`src/rtl/pwl_pkg.sv`:
```
package pwl_pkg;

    // Default geometry of the evaluator
    localparam int DEF_XW  = 12;  // input / segment start width
    localparam int DEF_MW  = 8;   // slope magnitude width
    localparam int DEF_MF  = 6;   // slope fractional bits
    localparam int DEF_SHW = 2;   // shift exponent width
    localparam int DEF_AW  = 4;   // coefficient address width
    localparam int DEF_YW  = 20;  // output / intercept width

    typedef enum logic {
        SLOPE_POS = 1'b0,
        SLOPE_NEG = 1'b1
    } slope_sign_e;

    // Cycles from an accepted sample to its result
    function automatic int pipe_depth(input bit use_shift, input bit use_neg);
        return 4 + (use_shift ? 1 : 0) + (use_neg ? 1 : 0);
    endfunction

    // Width of the magnitude term after shift and truncation
    function automatic int term_width(input int xw, input int mw, input int mf, input int shw);
        return xw + mw + ((1 << shw) - 1) - mf;
    endfunction

endpackage

```
`src/rtl/pwl_coef_table.sv`:
```
module pwl_coef_table #(
    parameter int XW  = pwl_pkg::DEF_XW,
    parameter int MW  = pwl_pkg::DEF_MW,
    parameter int SHW = pwl_pkg::DEF_SHW,
    parameter int AW  = pwl_pkg::DEF_AW,
    parameter int YW  = pwl_pkg::DEF_YW
) (
    input  logic          clk,
    input  logic          rst,
    // write side
    input  logic          wr_en,
    input  logic [AW-1:0] wr_addr,
    input  logic [XW-1:0] wr_start,
    input  logic [MW-1:0] wr_mag,
    input  logic [SHW-1:0] wr_shift,
    input  logic          wr_neg,
    input  logic [YW-1:0] wr_base,
    // lookup side
    input  logic          rd_valid,
    input  logic [AW-1:0] rd_addr,
    input  logic [XW-1:0] rd_x,
    output logic          q_valid,
    output logic [XW-1:0] q_x,
    output logic [XW-1:0] q_start,
    output logic [MW-1:0] q_mag,
    output logic [SHW-1:0] q_shift,
    output logic          q_neg,
    output logic [YW-1:0] q_base
);
    localparam int NENT = 1 << AW;

    typedef struct packed {
        logic [XW-1:0]  start;
        logic [MW-1:0]  mag;
        logic [SHW-1:0] sh;
        pwl_pkg::slope_sign_e sign;
        logic [YW-1:0]  base;
    } coef_t;

    typedef struct packed {
        logic [XW-1:0] x;
        coef_t         c;
    } lookup_t;

    coef_t   mem [NENT];
    lookup_t look_q;
    logic    vld_q;

    // Coefficient storage: written on the edge, read registered (old data on a collision)
    always_ff @(posedge clk) begin
        if (wr_en) begin
            mem[wr_addr] <= '{start: wr_start,
                              mag:   wr_mag,
                              sh:    wr_shift,
                              sign:  pwl_pkg::slope_sign_e'(wr_neg),
                              base:  wr_base};
        end
    end

    always_ff @(posedge clk) begin
        if (rst) begin
            vld_q <= 1'b0;
        end else begin
            vld_q <= rd_valid;
        end
    end

    // Sample carried alongside the entry it addressed
    always_ff @(posedge clk) begin
        if (rd_valid) begin
            look_q.x <= rd_x;
            look_q.c <= mem[rd_addr];
        end
    end

    assign q_valid = vld_q;
    assign q_x     = look_q.x;
    assign q_start = look_q.c.start;
    assign q_mag   = look_q.c.mag;
    assign q_shift = look_q.c.sh;
    assign q_neg   = (look_q.c.sign == pwl_pkg::SLOPE_NEG);
    assign q_base  = look_q.c.base;

endmodule

```
`src/rtl/pwl_rebase_mul.sv`:
```
module pwl_rebase_mul #(
    parameter int XW  = pwl_pkg::DEF_XW,
    parameter int MW  = pwl_pkg::DEF_MW,
    parameter int SHW = pwl_pkg::DEF_SHW,
    parameter int YW  = pwl_pkg::DEF_YW,
    localparam int PW = XW + MW
) (
    input  logic           clk,
    input  logic           rst,
    input  logic           in_valid,
    input  logic [XW-1:0]  in_x,
    input  logic [XW-1:0]  in_start,
    input  logic [MW-1:0]  in_mag,
    input  logic [SHW-1:0] in_shift,
    input  logic           in_neg,
    input  logic [YW-1:0]  in_base,
    output logic           p_valid,
    output logic [PW-1:0]  p_prod,
    output logic [SHW-1:0] p_shift,
    output logic           p_neg,
    output logic [YW-1:0]  p_base
);
    // Stage after the subtractor
    typedef struct packed {
        logic [XW-1:0]  offs;
        logic [MW-1:0]  mag;
        logic [SHW-1:0] sh;
        logic           neg;
        logic [YW-1:0]  base;
    } rebase_t;

    // Stage after the multiplier
    typedef struct packed {
        logic [PW-1:0]  prod;
        logic [SHW-1:0] sh;
        logic           neg;
        logic [YW-1:0]  base;
    } mult_t;

    rebase_t rb_q;
    mult_t   mu_q;
    logic    rb_v, mu_v;
    logic [XW-1:0] offs_n;
    logic [PW-1:0] prod_n;

    // Offset inside the segment, modulo 2^XW
    assign offs_n = in_x - in_start;
    // Unsigned product of offset and slope magnitude
    assign prod_n = PW'(rb_q.offs) * PW'(rb_q.mag);

    always_ff @(posedge clk) begin
        if (rst) begin
            rb_v <= 1'b0;
            mu_v <= 1'b0;
        end else begin
            rb_v <= in_valid;
            mu_v <= rb_v;
        end
    end

    always_ff @(posedge clk) begin
        if (in_valid) begin
            rb_q.offs <= offs_n;
            rb_q.mag  <= in_mag;
            rb_q.sh   <= in_shift;
            rb_q.neg  <= in_neg;
            rb_q.base <= in_base;
        end
    end

    always_ff @(posedge clk) begin
        if (rb_v) begin
            mu_q.prod <= prod_n;
            mu_q.sh   <= rb_q.sh;
            mu_q.neg  <= rb_q.neg;
            mu_q.base <= rb_q.base;
        end
    end

    assign p_valid = mu_v;
    assign p_prod  = mu_q.prod;
    assign p_shift = mu_q.sh;
    assign p_neg   = mu_q.neg;
    assign p_base  = mu_q.base;

endmodule

```
`src/rtl/pwl_scale_sign.sv`:
```
module pwl_scale_sign #(
    parameter int XW        = pwl_pkg::DEF_XW,
    parameter int MW        = pwl_pkg::DEF_MW,
    parameter int MF        = pwl_pkg::DEF_MF,
    parameter int SHW       = pwl_pkg::DEF_SHW,
    parameter int YW        = pwl_pkg::DEF_YW,
    parameter bit USE_SHIFT = 1'b1,
    parameter bit USE_NEG   = 1'b1,
    localparam int PW  = XW + MW,
    localparam int TW  = pwl_pkg::term_width(XW, MW, MF, SHW)
) (
    input  logic           clk,
    input  logic           rst,
    input  logic           in_valid,
    input  logic [PW-1:0]  in_prod,
    input  logic [SHW-1:0] in_shift,
    input  logic           in_neg,
    input  logic [YW-1:0]  in_base,
    output logic           t_valid,
    output logic [TW:0]    t_term,
    output logic [YW-1:0]  t_base
);
    localparam int MAXSH = (1 << SHW) - 1;
    localparam int SPW   = PW + MAXSH;

    logic [SPW-1:0] sc_val;
    logic           sc_neg;
    logic [YW-1:0]  sc_base;
    logic           sc_v;

    // Optional scaling stage: product times 2^shift
    if (USE_SHIFT) begin : g_shift
        logic [SPW-1:0] val_q;
        logic           neg_q;
        logic [YW-1:0]  base_q;
        logic           v_q;

        always_ff @(posedge clk) begin
            if (rst) begin
                v_q <= 1'b0;
            end else begin
                v_q <= in_valid;
            end
        end

        always_ff @(posedge clk) begin
            if (in_valid) begin
                val_q  <= SPW'(in_prod) << in_shift;
                neg_q  <= in_neg;
                base_q <= in_base;
            end
        end

        assign sc_val  = val_q;
        assign sc_neg  = neg_q;
        assign sc_base = base_q;
        assign sc_v    = v_q;
    end else begin : g_noshift
        logic unused_shift;
        assign unused_shift = ^in_shift;
        assign sc_val  = SPW'(in_prod);
        assign sc_neg  = in_neg;
        assign sc_base = in_base;
        assign sc_v    = in_valid;
    end

    // Drop the slope fraction bits: magnitude truncated toward zero
    logic [TW-1:0] mag_t;
    logic [TW:0]   mag_ext;
    assign mag_t   = sc_val[SPW-1:MF];
    assign mag_ext = {1'b0, mag_t};

    // Optional two's complement stage
    if (USE_NEG) begin : g_neg
        logic [TW:0]   term_q;
        logic [YW-1:0] base_q;
        logic          v_q;

        always_ff @(posedge clk) begin
            if (rst) begin
                v_q <= 1'b0;
            end else begin
                v_q <= sc_v;
            end
        end

        always_ff @(posedge clk) begin
            if (sc_v) begin
                term_q <= sc_neg ? ((TW+1)'(0) - mag_ext) : mag_ext;
                base_q <= sc_base;
            end
        end

        assign t_term  = term_q;
        assign t_base  = base_q;
        assign t_valid = v_q;
    end else begin : g_noneg
        logic unused_neg;
        assign unused_neg = sc_neg;
        assign t_term  = mag_ext;
        assign t_base  = sc_base;
        assign t_valid = sc_v;
    end

endmodule

```
`src/rtl/pwl_eval.sv`:
```
module pwl_eval #(
    parameter int XW        = pwl_pkg::DEF_XW,
    parameter int MW        = pwl_pkg::DEF_MW,
    parameter int MF        = pwl_pkg::DEF_MF,
    parameter int SHW       = pwl_pkg::DEF_SHW,
    parameter int AW        = pwl_pkg::DEF_AW,
    parameter int YW        = pwl_pkg::DEF_YW,
    parameter bit USE_SHIFT = 1'b1,
    parameter bit USE_NEG   = 1'b1
) (
    input  logic           clk,
    input  logic           rst,
    input  logic           in_valid,
    input  logic [XW-1:0]  in_x,
    input  logic [AW-1:0]  in_idx,
    input  logic           wr_en,
    input  logic [AW-1:0]  wr_addr,
    input  logic [XW-1:0]  wr_start,
    input  logic [MW-1:0]  wr_mag,
    input  logic [SHW-1:0] wr_shift,
    input  logic           wr_neg,
    input  logic [YW-1:0]  wr_base,
    output logic           out_valid,
    output logic [YW-1:0]  out_y
);
    localparam int PW = XW + MW;
    localparam int TW = pwl_pkg::term_width(XW, MW, MF, SHW);

    // table -> rebase
    logic           tb_v;
    logic [XW-1:0]  tb_x, tb_start;
    logic [MW-1:0]  tb_mag;
    logic [SHW-1:0] tb_sh;
    logic           tb_neg;
    logic [YW-1:0]  tb_base;

    // multiplier -> scale/sign
    logic           mp_v;
    logic [PW-1:0]  mp_prod;
    logic [SHW-1:0] mp_sh;
    logic           mp_neg;
    logic [YW-1:0]  mp_base;

    // scale/sign -> final adder
    logic           tm_v;
    logic [TW:0]    tm_term;
    logic [YW-1:0]  tm_base;

    pwl_coef_table #(
        .XW(XW), .MW(MW), .SHW(SHW), .AW(AW), .YW(YW)
    ) u_table (
        .clk      (clk),
        .rst      (rst),
        .wr_en    (wr_en),
        .wr_addr  (wr_addr),
        .wr_start (wr_start),
        .wr_mag   (wr_mag),
        .wr_shift (wr_shift),
        .wr_neg   (wr_neg),
        .wr_base  (wr_base),
        .rd_valid (in_valid),
        .rd_addr  (in_idx),
        .rd_x     (in_x),
        .q_valid  (tb_v),
        .q_x      (tb_x),
        .q_start  (tb_start),
        .q_mag    (tb_mag),
        .q_shift  (tb_sh),
        .q_neg    (tb_neg),
        .q_base   (tb_base)
    );

    pwl_rebase_mul #(
        .XW(XW), .MW(MW), .SHW(SHW), .YW(YW)
    ) u_rebase_mul (
        .clk      (clk),
        .rst      (rst),
        .in_valid (tb_v),
        .in_x     (tb_x),
        .in_start (tb_start),
        .in_mag   (tb_mag),
        .in_shift (tb_sh),
        .in_neg   (tb_neg),
        .in_base  (tb_base),
        .p_valid  (mp_v),
        .p_prod   (mp_prod),
        .p_shift  (mp_sh),
        .p_neg    (mp_neg),
        .p_base   (mp_base)
    );

    pwl_scale_sign #(
        .XW(XW), .MW(MW), .MF(MF), .SHW(SHW), .YW(YW),
        .USE_SHIFT(USE_SHIFT), .USE_NEG(USE_NEG)
    ) u_scale_sign (
        .clk      (clk),
        .rst      (rst),
        .in_valid (mp_v),
        .in_prod  (mp_prod),
        .in_shift (mp_sh),
        .in_neg   (mp_neg),
        .in_base  (mp_base),
        .t_valid  (tm_v),
        .t_term   (tm_term),
        .t_base   (tm_base)
    );

    // Final adder: intercept plus sign-extended slope term
    logic [YW-1:0] sum_n;
    logic [YW-1:0] y_q;
    logic          y_v;

    assign sum_n = tm_base + {{(YW-TW-1){tm_term[TW]}}, tm_term};

    always_ff @(posedge clk) begin
        if (rst) begin
            y_v <= 1'b0;
            y_q <= '0;
        end else begin
            y_v <= tm_v;
            if (tm_v) begin
                y_q <= sum_n;
            end
        end
    end

    assign out_valid = y_v;
    assign out_y     = y_q;

endmodule

```
`config.mk`:
```
export PLATFORM = sky130hd
export DESIGN_NAME = pwl_eval
export DESIGN_NICKNAME = d
export VERILOG_FILES = /design/src/rtl/pwl_pkg.sv /design/src/rtl/pwl_coef_table.sv /design/src/rtl/pwl_rebase_mul.sv /design/src/rtl/pwl_scale_sign.sv /design/src/rtl/pwl_eval.sv
export SDC_FILE = /design/constraint.sdc
export NUM_CORES = 1
export LEC_CHECK = 0
export BUFFER_PORTS_ARGS = -buffer_cell sky130_fd_sc_hd__buf_2
export CORE_MARGIN = 2
export CORE_UTILIZATION = 40
export CTS_BUF_LIST = sky130_fd_sc_hd__clkbuf_2 sky130_fd_sc_hd__clkbuf_4 sky130_fd_sc_hd__clkbuf_8
export DETAILED_ROUTE_END_ITERATION = 8
export PLACE_DENSITY_LB_ADDON = 0.08
export SETUP_SLACK_MARGIN = 0.5
export SKIP_CTS_REPAIR_TIMING = 1
export SYNTH_ARGS = -nofsm -noshare
export SYNTH_HDL_FRONTEND = slang
export SYNTH_HIERARCHICAL = 1
export SYNTH_SLANG_ARGS = --single-unit
```
`constraint.sdc`:
```
create_clock -name clk -period 5.3 [get_ports clk]
set_input_delay 0.53 -clock clk [delete_from_list [all_inputs] [get_ports clk]]
set_output_delay 0.53 -clock clk [all_outputs]
set_load 0.1 [all_outputs]
```
== Yosys cells after proc, flatten, opt, wreduce, memory -nomap -nowiden ==
Memory sizes are Yosys's and may differ from the RTL's. A register that Yosys moved wholly into a read port is not among the register bits.
Cells that the tools add are included.

* Register bits: 206
* RAM bits: 688
* Input bits: 67
* Output and inout bits: 21
* Logic and storage cells: 32
* Memories kept: 1

{| class="wikitable"
|+ Memories
! memory !! words !! bits a word !! read ports !! clocked after Yosys merged registers in !! write ports !! line !! RTL
|-
| u_table.mem || 16 || 43 || 1 || 1 || 1 || pwl_coef_table.sv:45 || <nowiki>coef_t mem [NENT];</nowiki>
|}

* Add/sub/neg operators: 3
* Multiply operators: 1
* Shifts and indexed selects: 1
* Mux-type cells: 3

{| class="wikitable"
|+ Operators by type and width
! operator !! count
|-
| left shift 20 x 2 -> 23 bit || 1
|-
| adder 20 bit || 1
|-
| multiplier 12 x 8 -> 20 bit || 1
|-
| subtractor 1 x 17 -> 18 bit (first input constant) || 1
|-
| 2-to-1 mux 17 bit || 1
|-
| subtractor 12 bit || 1
|-
| 2-to-1 mux 1 bit || 2
|}

== Longest topological paths before layout ==
* Word-level depth: 2
* Mapped depth: 16
* Mapped depth without buffers: 15

== Modules after synthesis ==
The synthesis kept the hierarchy.

{| class="wikitable"
|+ Modules (own cells, without submodules)
! module !! instances !! cells each !! area each (µm²)
|-
| pwl_coef_table || 1 || 1130 || 27456.3
|-
| pwl_rebase_mul || 1 || 547 || 6392.4
|-
| pwl_scale_sign || 1 || 157 || 3098.0
|-
| pwl_eval || 1 || 207 || 1724.2
|}

== Worst setup path before layout ==
Ideal clock, no wire load.

* Path type: input to register
* Start: in wr_addr[2]
* End: mem u_table/mem[0][0] in the netlist's numbering (enable)
* Library setup time: 497 ps
* Data arrival time: 3986 ps
* Slack: 817 ps
* Stages on the path: 2
* Buffers on the path: 0
* Cells stage by stage: or3b_2 nor3_1

{| class="wikitable"
|+ RTL lines
! element !! line !! RTL
|-
| from (decl) || pwl_eval.sv:17 || <nowiki>input logic [AW-1:0] wr_addr,</nowiki>
|-
| to (decl) || pwl_coef_table.sv:45 ||
|}

Straight into the memory's write port.

== Worst setup path after layout ==
* Start: reg u_rebase_mul/rb_q[26] in the netlist's numbering
* End: reg u_rebase_mul.mu_q, in the netlist u_rebase_mul/p_prod[19] (data pin)

* Cells in the longest elaborated chain, start to end: 1

{| class="wikitable"
|+ Ends and longest elaborated chain
! element !! line !! RTL
|-
| from (decl) || pwl_rebase_mul.sv:40 || <nowiki>rebase_t rb_q;</nowiki>
|-
| multiplier 12 x 8 -> 20 bit || pwl_rebase_mul.sv:49 || <nowiki>assign prod_n = PW'(rb_q.offs) * PW'(rb_q.mag);</nowiki>
|-
| named net u_rebase_mul.prod_n[19] || pwl_rebase_mul.sv:44 || <nowiki>logic [PW-1:0] prod_n;</nowiki>
|-
| to (decl) || pwl_rebase_mul.sv:41 || <nowiki>mult_t mu_q;</nowiki>
|}

The timed path passes the listed nets, and every way through them passes these cells.
A chain may end at the register's enable or synchronous reset.

==> reports/results.ini <==
[clocking]
cts_max_path_buffers = 3
cts_buffers = 156
cts_tree = yes
cts.sinks = 928
clock_latency_ns = 0.82
root_buffer = clkbuf_8
cts.clk_slew.worst_paths_ns = 0.06
h-tree-depth = 4

[worst_setup_path]
critPathTopFamily = adder cells
worst_ep_required_time_ns = 5.95
critPathSlowestCell = edfxtp_1
cp_data_arrival_time_ns = 5.19
crit_chain = buf_4, and2_1, fa_1, fa_1, inv_1, fa_1, fa_1, inv_1, ha_1, o21ai_2, a211oi_4, nor4b_2, or4b_1, nand3_1
crit_path_frequent_cell = fa_1
r2r_end = u_rebase_mul/p_prod[19]$_DFFE_PP_
cp-start-kind = flip-flop
r2r_setup_slack_ns = 0.77
crit_path_end_kind = flip-flop
critPathBufInv = 3
reg2regPathDepth = 14
r2r_start = u_rebase_mul/rb_q[26]$_DFFE_PP_
path_max_fanout = 9
slowest_delay_ns = 0.55
criticalPathCategory = reg2reg

[global_routing]
grt_overflow = 0
grt_max_degree = 87
track_usage_pct = 18.1
antenna_found_initial = 14
grt_pass1_vias = 20738
grt_pass1_wl_um = 131000

[power]
power_density_nw_per_um2 = 387
p_leak_nw = 14.8
ir_drop_v = 0.000180

[synthesis]
synth_warnings = 6
syn_area_per_cell_um2 = 18.9
synth_nets = 2237
syn_area_um2 = 38600
synth_cells = 2037

[placed_design]
place_congestion = 0.802
hpwl_um = 48100
port_buffers = 87

[hold_path]
min_to = u_table/mem[10][28]$_DFFE_PP_
hold_path_depth = 1
holdCritPathClass = in2reg
worstHoldStart = wr_mag[5]

[drt]
wl_met3_um = 4320
viasPerCell = 5.28
met2WireLength_um = 43300
drt_iter0_drc = 1404
vias = 19263
drtAntennaViolNets = 0
routedWlPerCell_um = 24.0
drt-pass1-iter-count = 5
wl_met1_um = 38200
drc = 0
drt-total-wl_um = 87400
routed.top_layer = met5

[sta]
worst_pin_slew_ns = 1.08
tns_ns = 0
slew_violations = 0
fin_worst_skew_ns = 0.0313
period_share_pct = 85.5
rsz0062_at_grt = false
setup_viol = 0
timing.final.crit_period_ns = 4.53
finalHoldViolCount = 0
slew_headroom_pct = 27.6
fmax_mhz = 221

[die]
io_pins = 88
fp.coreArea_um2 = 95300
fp.dieH_um = 315
dieWidth_um = 315
initial_core_util_pct = 40.5
dieArea_um2 = 98900
num_rows = 113

[layout]
post-route-util_pct = 45.9
multiInputGateArea_um2 = 10300
nNetsFinal = 2455
seqCellArea_um2 = 27600
layout-drive-gt1-share_pct = 25.2
syn2layout_area_growth_pct = 13.5
fillerInstances = 8237

[outcome]
status = completed

[job]
max_cap_viol_count = 0

[where the power goes]
part	total (W)	switching [W]	internal, W
Sequential	0.00854	0.000133	0.00841
Combinational	0.00243	0.00142	0.00101
Clock	0.00598	0.00286	0.00313
Total	0.0170	0.00441	0.0125
[worst max path at each step]
stage                                         to                       startpoint  cells after the start  slack (ns)
3_5_place_dp   u_rebase_mul/p_prod[15]$_DFFE_PP_  u_rebase_mul/rb_q[25]$_DFFE_PP_                     13        0.71
5_1_grt        u_rebase_mul/p_prod[17]$_DFFE_PP_  u_rebase_mul/rb_q[28]$_DFFE_PP_                     15        0.50
4_1_cts        u_rebase_mul/p_prod[15]$_DFFE_PP_  u_rebase_mul/rb_q[25]$_DFFE_PP_                     13        0.69
2_1_floorplan        u_table/mem[0][0]$_DFFE_PP_                       wr_addr[2]                      2        0.82
3_3_place_gp   u_rebase_mul/p_prod[15]$_DFFE_PP_  u_rebase_mul/rb_q[25]$_DFFE_PP_                     13        0.75
6_report       u_rebase_mul/p_prod[19]$_DFFE_PP_  u_rebase_mul/rb_q[26]$_DFFE_PP_                     14        0.77
[layer usage]
layer / track usage [%] / vias up
met3: 3.87 / 151
met4: 5.10 / 8
met5: 0 / -
li1: - / 8567
met1: 24.2 / 10093
met2: 29.9 / 444
[placed cells by master (no fill, tap or decap), drive strengths merged, types with 7 or more instances in the layout]
master / count
edfxtp: 902
mux4: 184
buf: 128
xnor2: 32
a211oi: 12
a22oi: 86
and2: 87
o21a: 8
inv: 102
ha: 71
o21ai: 43
nand2b: 10
nand3b: 7
xor2: 9
clkbuf: 194
dlygate4sd3: 12
a21o: 13
nor2: 43
clkinv: 75
nor2b: 13
nand3: 9
mux2i: 11
fa: 62
a21oi: 43
dfxtp: 26
nand2: 95
nor3: 12
or3: 9
[per-stage QoR]
stage / cell area [um^2] / setup slack [ns] / cells / hold slack [ns] / power [W]
finish: 43800 / 0.767 / 3647 / 0.0797 / 0.0170
global route: 43800 / 0.497 / 3645 / 0.0203 / 0.0179
CTS: 43600 / 0.688 / 3627 / -0.190 / 0.0172
detailed placement: 40700 / 0.712 / 3346 / 0.405 / 0.0111
global placement: 40700 / 0.754 / 3346 / 0.404 / 0.0111
floorplan: 38600 / 0.817 / 2037 / 0.400 / 0.0105
[sequential cells by signal, indices dropped and copies added (netlist names), 8 cells and up]
signal / flops
u_table/mem: 688
u_table/q_base: 20
u_rebase_mul/p_prod: 17
u_table/q_x: 12
u_table/q_mag: 8
u_rebase_mul/rb_q: 43
u_table/q_start: 12
out_y: 20
u_scale_sign/g_shift.val_q: 17
u_scale_sign/t_term: 18
u_scale_sign/t_base: 20
u_rebase_mul/p_base: 20
u_scale_sign/g_shift.base_q: 20
[final cells by class]
type / count / share of cell area [%]
timing repair buffer: 140 / 2.10
sequential: 928 / 63.1
antenna: 4 / 0.0229
multi-input combinational: 935 / 23.6
inverter: 94 / 0.806
clock inverter: 87 / 1.12
tap: 1265 / 3.62
clock buffer: 194 / 5.61
No activity file was read; power rests on OpenSTA's default activity.
